### src/rtl/mmu_pkg.sv
package mmu_pkg;
  typedef enum logic [1:0] {
    TGT_BASE = 2'd0,
    TGT_XRAM = 2'd1,
    TGT_OPEN = 2'd2
  } mmu_tgt_e;
endpackage

### src/rtl/mmu_ctrl_reg.sv
module mmu_ctrl_reg #(
  parameter int ADDR_W   = 16,
  parameter int DATA_W   = 8,
  parameter logic [ADDR_W-1:0] REG_ADDR = 16'hEFFC,
  parameter int FLAT_BIT = 6
) (
  input  logic              clk,
  input  logic              rst,
  input  logic [ADDR_W-1:0] cpu_addr,
  input  logic [DATA_W-1:0] cpu_data,
  input  logic              cpu_rw,
  input  logic              ba,
  input  logic              sync_clr,
  output logic [DATA_W-1:0] ctrl_q
);
  // The register is only reachable while the CPU owns the bus in the default map.
  logic wr_hit;
  assign wr_hit = !cpu_rw && !ba && !ctrl_q[FLAT_BIT] && (cpu_addr == REG_ADDR);

  always_ff @(posedge clk) begin
    if (rst)           ctrl_q <= '0;
    else if (sync_clr) ctrl_q <= '0;
    else if (wr_hit)   ctrl_q <= cpu_data;
  end

  AST_SYNC_CLEARS: assert property (@(posedge clk) disable iff (rst)
    sync_clr |=> (ctrl_q == '0));
  AST_FLAT_LOCKED: assert property (@(posedge clk) disable iff (rst)
    (ctrl_q[FLAT_BIT] && !ba) |=> $stable(ctrl_q));
endmodule

### src/rtl/mmu_sync_irq.sv
module mmu_sync_irq (
  input  logic clk,
  input  logic rst,
  input  logic ba,
  input  logic bs,
  input  logic fdis,
  output logic sync_clr,
  output logic firq_n
);
  logic sync_ack, sync_q, firq_q;
  assign sync_ack = ba && !bs;
  assign sync_clr = sync_ack;
  assign firq_n   = !firq_q;

  // Arm only on the first acknowledge cycle: the disable bit is gone after that edge.
  always_ff @(posedge clk) begin
    if (rst) begin
      sync_q <= 1'b0;
      firq_q <= 1'b0;
    end else begin
      sync_q <= sync_ack;
      if (!ba)
        firq_q <= 1'b0;
      else if (sync_ack && !sync_q && !fdis)
        firq_q <= 1'b1;
    end
  end

  AST_FIRQ_RELEASE: assert property (@(posedge clk) disable iff (rst)
    !ba |=> firq_n);
  AST_FIRQ_RAISE: assert property (@(posedge clk) disable iff (rst)
    (sync_ack && !sync_q && !fdis) |=> !firq_n);
  AST_FIRQ_MASKED: assert property (@(posedge clk) disable iff (rst)
    (sync_ack && !sync_q && fdis && firq_n) |=> firq_n);
  AST_HALT_QUIET: assert property (@(posedge clk) disable iff (rst)
    (ba && bs && firq_n) |=> firq_n);
endmodule

### src/rtl/mmu_addr_xlat.sv
module mmu_addr_xlat
  import mmu_pkg::*;
#(
  parameter int ADDR_W   = 16,
  parameter int BANK_W   = 4,
  parameter int WIN_W    = 12,
  parameter int BASE_W   = 15,
  parameter int WIN_PAGE = 9
) (
  input  logic [ADDR_W-1:0] cpu_addr,
  input  logic [BANK_W-1:0] bank,
  input  logic              flat_eff,
  output logic [ADDR_W-1:0] phys_addr,
  output mmu_tgt_e          tgt
);
  localparam int PAGE_W = ADDR_W - WIN_W;
  localparam logic [PAGE_W-1:0] WIN_TAG = PAGE_W'(WIN_PAGE);

  logic in_base, in_win;
  assign in_base = (cpu_addr[ADDR_W-1:BASE_W] == '0);
  assign in_win  = (cpu_addr[ADDR_W-1:WIN_W] == WIN_TAG);

  always_comb begin
    phys_addr = cpu_addr;
    tgt       = TGT_OPEN;
    if (flat_eff) begin
      tgt = TGT_XRAM;
    end else if (in_base) begin
      tgt = TGT_BASE;
    end else if (in_win) begin
      tgt       = TGT_XRAM;
      phys_addr = ADDR_W'({bank, cpu_addr[WIN_W-1:0]});
    end
  end
endmodule

### src/rtl/sync_exit_mmu.sv
module sync_exit_mmu
  import mmu_pkg::*;
#(
  parameter int ADDR_W   = 16,
  parameter int DATA_W   = 8,
  parameter int BANK_W   = 4,
  parameter int WIN_W    = 12,
  parameter int BASE_W   = 15,
  parameter int WIN_PAGE = 9,
  parameter logic [15:0] REG_ADDR = 16'hEFFC,
  parameter int FLAT_BIT = 6,
  parameter int FDIS_BIT = 5
) (
  input  logic              clk,
  input  logic              rst,
  input  logic [ADDR_W-1:0] cpu_addr,
  input  logic [DATA_W-1:0] cpu_data,
  input  logic              cpu_rw,
  input  logic              ba,
  input  logic              bs,
  output logic [ADDR_W-1:0] phys_addr,
  output logic              base_sel,
  output logic              xram_sel,
  output logic              unmapped,
  output logic              firq_n
);
  logic [DATA_W-1:0] ctrl_q;
  logic              sync_clr, flat_eff, ctrl_unused;
  mmu_tgt_e          tgt;

  // BA alone drops to the default map, ahead of the register clear.
  assign flat_eff    = ctrl_q[FLAT_BIT] && !ba;
  assign ctrl_unused = ^ctrl_q;

  mmu_ctrl_reg #(
    .ADDR_W(ADDR_W), .DATA_W(DATA_W), .REG_ADDR(ADDR_W'(REG_ADDR)), .FLAT_BIT(FLAT_BIT)
  ) u_ctrl (
    .clk(clk), .rst(rst), .cpu_addr(cpu_addr), .cpu_data(cpu_data), .cpu_rw(cpu_rw),
    .ba(ba), .sync_clr(sync_clr), .ctrl_q(ctrl_q)
  );

  mmu_sync_irq u_irq (
    .clk(clk), .rst(rst), .ba(ba), .bs(bs), .fdis(ctrl_q[FDIS_BIT]),
    .sync_clr(sync_clr), .firq_n(firq_n)
  );

  mmu_addr_xlat #(
    .ADDR_W(ADDR_W), .BANK_W(BANK_W), .WIN_W(WIN_W), .BASE_W(BASE_W), .WIN_PAGE(WIN_PAGE)
  ) u_xlat (
    .cpu_addr(cpu_addr), .bank(ctrl_q[BANK_W-1:0]), .flat_eff(flat_eff),
    .phys_addr(phys_addr), .tgt(tgt)
  );

  assign base_sel = (tgt == TGT_BASE);
  assign xram_sel = (tgt == TGT_XRAM);
  assign unmapped = (tgt == TGT_OPEN);

  AST_ONE_TARGET: assert property (@(posedge clk) disable iff (rst)
    $countones({base_sel, xram_sel, unmapped}) == 1);
  AST_BA_DEFAULT: assert property (@(posedge clk) disable iff (rst)
    (ba && cpu_addr[ADDR_W-1:BASE_W] == '0) |-> base_sel);
endmodule

### config.mk
export PLATFORM = sky130hd
export DESIGN_NAME = sync_exit_mmu
export DESIGN_NICKNAME = d
export VERILOG_FILES = /design/src/rtl/mmu_pkg.sv /design/src/rtl/mmu_ctrl_reg.sv /design/src/rtl/mmu_sync_irq.sv /design/src/rtl/mmu_addr_xlat.sv /design/src/rtl/sync_exit_mmu.sv
export SDC_FILE = /design/constraint.sdc
export NUM_CORES = 1
export LEC_CHECK = 0
export CAP_MARGIN = 20
export CORE_UTILIZATION = 30
export DETAILED_ROUTE_END_ITERATION = 8
export DONT_BUFFER_PORTS = 1
export PLACE_DENSITY = 0.55
export SYNTH_ARGS = -nofsm -noshare
export SYNTH_HDL_FRONTEND = slang
export SYNTH_SLANG_ARGS = --single-unit
export TNS_END_PERCENT = 20
### constraint.sdc
create_clock -name clk -period 2.25 [get_ports clk]
set_input_delay 0.225 -clock clk [delete_from_list [all_inputs] [get_ports clk]]
set_output_delay 0.225 -clock clk [all_outputs]
set_load 0.005 [all_outputs]
==> flow_metrics.py <==
metrics = {
    "run_status": {
        "run_status": "completed",
    },
    "routing": {
        "viasPerCell": 5.48,
        "number_of_drc_violations_after_detailed_routing": 0,
        "drc_marker_count_from_the_first_detailed_route_iteration": 8,
        "routed_wl_mm": 1.12,
        "vias": 438,
        "firstDrtPassIters": 2,
        "ant_nets": 0,
        "routed_length_per_instance_microns": 14.0,
    },
    "place": {
        "gp_congestion": 0.670,
        "io_buffer_count": 0,
        "dp.final_hpwl_microns": 933,
    },
    "timing": {
        "final-max-slew-violation-count": 0,
        "setup-tns-final_ps": 0,
        "timing.clock.skew_ps": 1.62,
        "tightest_slew_margin_relative_to_the_limit_pct": 73.7,
        "max_slew.worst_pin.slew_ps": 392,
        "clock.fmax_mhz": 635,
        "final-hold-violation-count": 0,
        "grt_setup_unrepaired": "false",
        "finalCritPeriodShare_pct": 70.0,
        "final.min_clock_period_ps": 1580,
        "setup_viol": 0,
    },
    "global_routing": {
        "largest_net_degree_at_the_start_of_global_routing": 8,
        "number_of_global_route_vias_before_repair": 448,
        "gr-total-overflow": 0,
        "globalRouteTotalUtil_pct": 12.4,
        "antenna_violations_before_repair": 0,
        "grt_first_pass_wirelength_mm": 1.73,
    },
    "setup_path": {
        "cp_data_required_time_ps": 2390,
        "worst_path_dominant_cell_family": "simple AND/OR/NAND/NOR gates",
        "end_kind": "register",
        "cp-start-kind": "register",
        "cp_slowest_cell": "or4_4",
        "worst-path-buf-inv": 0,
        "critical_path_arrival_ps": 1710,
        "critical_path_peak_fanout": 5,
        "cp_cell_sequence": "nand4bb_1 > or4_4 > o21ai_1 > a21oi_1",
        "max_stage_delay_ps": 620,
        "path_class": "register to register",
    },
    "synthesis": {
        "netlist.top_cell.by_area": "dfxtp_1",
        "synthDistinctLibCells": 24,
        "ys_seq_elements": 8,
        "synth_area_per_cell_sq_um": 8.15,
        "synth_sequential_area_ratio_pct": 29.8,
        "ys_dominant_reg_cell": "dfxtp_1",
        "synthCells": 66,
        "synth_largest_type_area_fraction_pct": 29.8,
        "synth_area_leaders": "dfxtp_1 30%, buf_4 17%, nand3_1 6.5%",
        "synth-edff-count": 0,
        "synth.most_common_cell": "buf_4",
        "synth_area_sq_um": 538,
        "synth.cells.most_frequent": "12 x buf_4, 8 x dfxtp_1, 7 x nand3_1, 6 x a21oi_1",
        "synthArstFlopShare_pct": 0,
        "synth_nets": 95,
        "synth_warnings": 0,
    },
    "power": {
        "p_comb_share_pct": 8.4,
        "power_density_mw_per_mm2": 553,
        "switchingPower_uw": 59.9,
        "share_clk_of_total_power_pct": 39.2,
        "total_power_uw": 275,
        "p_leak_nw": 0.182,
        "p_seq_share_pct": 52.4,
        "power.share.switching_pct": 21.8,
        "power.ir.vdd_worst_mv": 0.158,
        "intPower_uw": 215,
    },
    "clock_tree": {
        "cts_bufs_inserted": 3,
        "cts_hold_buffers": 0,
        "cts_max_level": 1,
        "cts.reportedPaths.clkPinSlew_ps": 50,
        "cts.root.buffer_cell": "clkbuf_4",
        "clock_path_buffers": 2,
        "clock_latency_ps": 250,
        "cts_num_sinks": 8,
        "cts_tree": "yes",
        "cts.repair.resized": 0,
        "post-cts-setup-buffers": 0,
    },
    "cells_and_area": {
        "areaGrowthSynthToFinish_pct": -7.67,
        "multi_input_area_sq_um": 277,
        "final_net_count": 87,
        "antenna-diode-count": 0,
        "final_layout_size_suffix_gt1_share_pct": 12.5,
        "number_of_filler_instances_in_the_final_layout": 185,
        "area_taken_by_flip_flops_and_latches_sq_um": 160,
    },
    "floorplan": {
        "initial_core_util_pct": 33.8,
        "ioPinCount": 49,
        "design.core.area_sq_mm": 0.00159,
        "rows": 14,
        "die_height_microns": 44.4,
        "die_width_microns": 44.4,
        "die_area_sq_mm": 0.00197,
    },
    "flow_run": {
        "max-cap-violations": 0,
    },
    "min_path": {
        "worstHoldPathType": "input port to register",
    },
}
per-layer routing:
layer	global-route usage [%]	wire length (microns)	part of all wire, %
met1	14.5	480	43
met2	18.2	517	46
met3	3.67	99	8.8
met4	10.9	22	2.0
met5	0	0	0
state kept, by name, summed over array words and instances, names as in the netlist:
| signal | cells |
|---|---|
| u_irq.firq_q | 1 |
| u_ctrl.ctrl_q | 6 |
| u_irq.sync_q | 1 |
worst reg2reg max path: cells and delay by family, from the launching register on:
kind	cells	cell delay [ps]
flops	1	330
compound gates	2	230
simple gates	2	890
kinds of logic (layout without fill, tap and decap cells):
family,Yosys count,in the layout,share of synthesized area (%)
DFF,8,8,29.8
AOI/OAI and AO/OA,17,17,18.6
buffers and inverters,15,5,18.8
and+or+nand+nor,26,26,32.8
stage by stage:
stage	utilization [%]	hold slack [ps]	cell area [sq um]	std cells	setup WS, ps
after floorplan	-	297	538	66	621
after global placement	29.7	302	474	77	559
after detailed placement	29.7	304	474	77	561
after CTS	31.2	34.9	497	80	670
after global routing	31.2	25.5	497	80	619
final	31.2	39.4	497	80	674
cell usage in the layout (no fill, tap or decap), drive strengths merged:
| master | n |
|---|---|
| nand3 | 7 |
| nand4 | 2 |
| nor2 | 5 |
| nand2 | 1 |
| a31o | 1 |
| nand4bb | 1 |
| o21a | 2 |
| or4b | 1 |
| a31oi | 1 |
| dfxtp | 8 |
| clkbuf | 3 |
| and2b | 1 |
| or4 | 1 |
| o21ai | 5 |
| inv | 2 |
| or2b | 1 |
| nor4 | 1 |
| and3 | 2 |
| or3 | 1 |
| a21o | 2 |
| nand4b | 1 |
| nand2b | 1 |
| a21oi | 6 |
path summary, 6_finish.rpt:
kind	slack, ps	from	endpoint	depth (start not counted)
max	670	u_ctrl.ctrl_q[6]	u_ctrl.ctrl_q[5]	4
min	40	bs	u_irq.sync_q	1
max reg2reg	670	u_ctrl.ctrl_q[6]	u_ctrl.ctrl_q[5]	4
min reg2reg	480	u_irq.firq_q	u_irq.firq_q	2
cell type report:
class                           count  area share [%]
Clock buffer                        3            4.53
Inverter                            2            1.51
Multi-Input combinational cell     43            55.7
Sequential cell                     8            32.2
Tap cell                           24            6.05
power groups by stage:
stage                     clock network [mW]  registers (mW)  logic, mW
after floorplan                            0           0.147     0.0375
after detailed placement                   0           0.147     0.0232
after global routing                   0.121           0.144     0.0257
after CTS                              0.113           0.144     0.0234
final                                  0.108           0.144     0.0231
after global placement                     0           0.147     0.0232
Power figures use the tool's default switching activity.
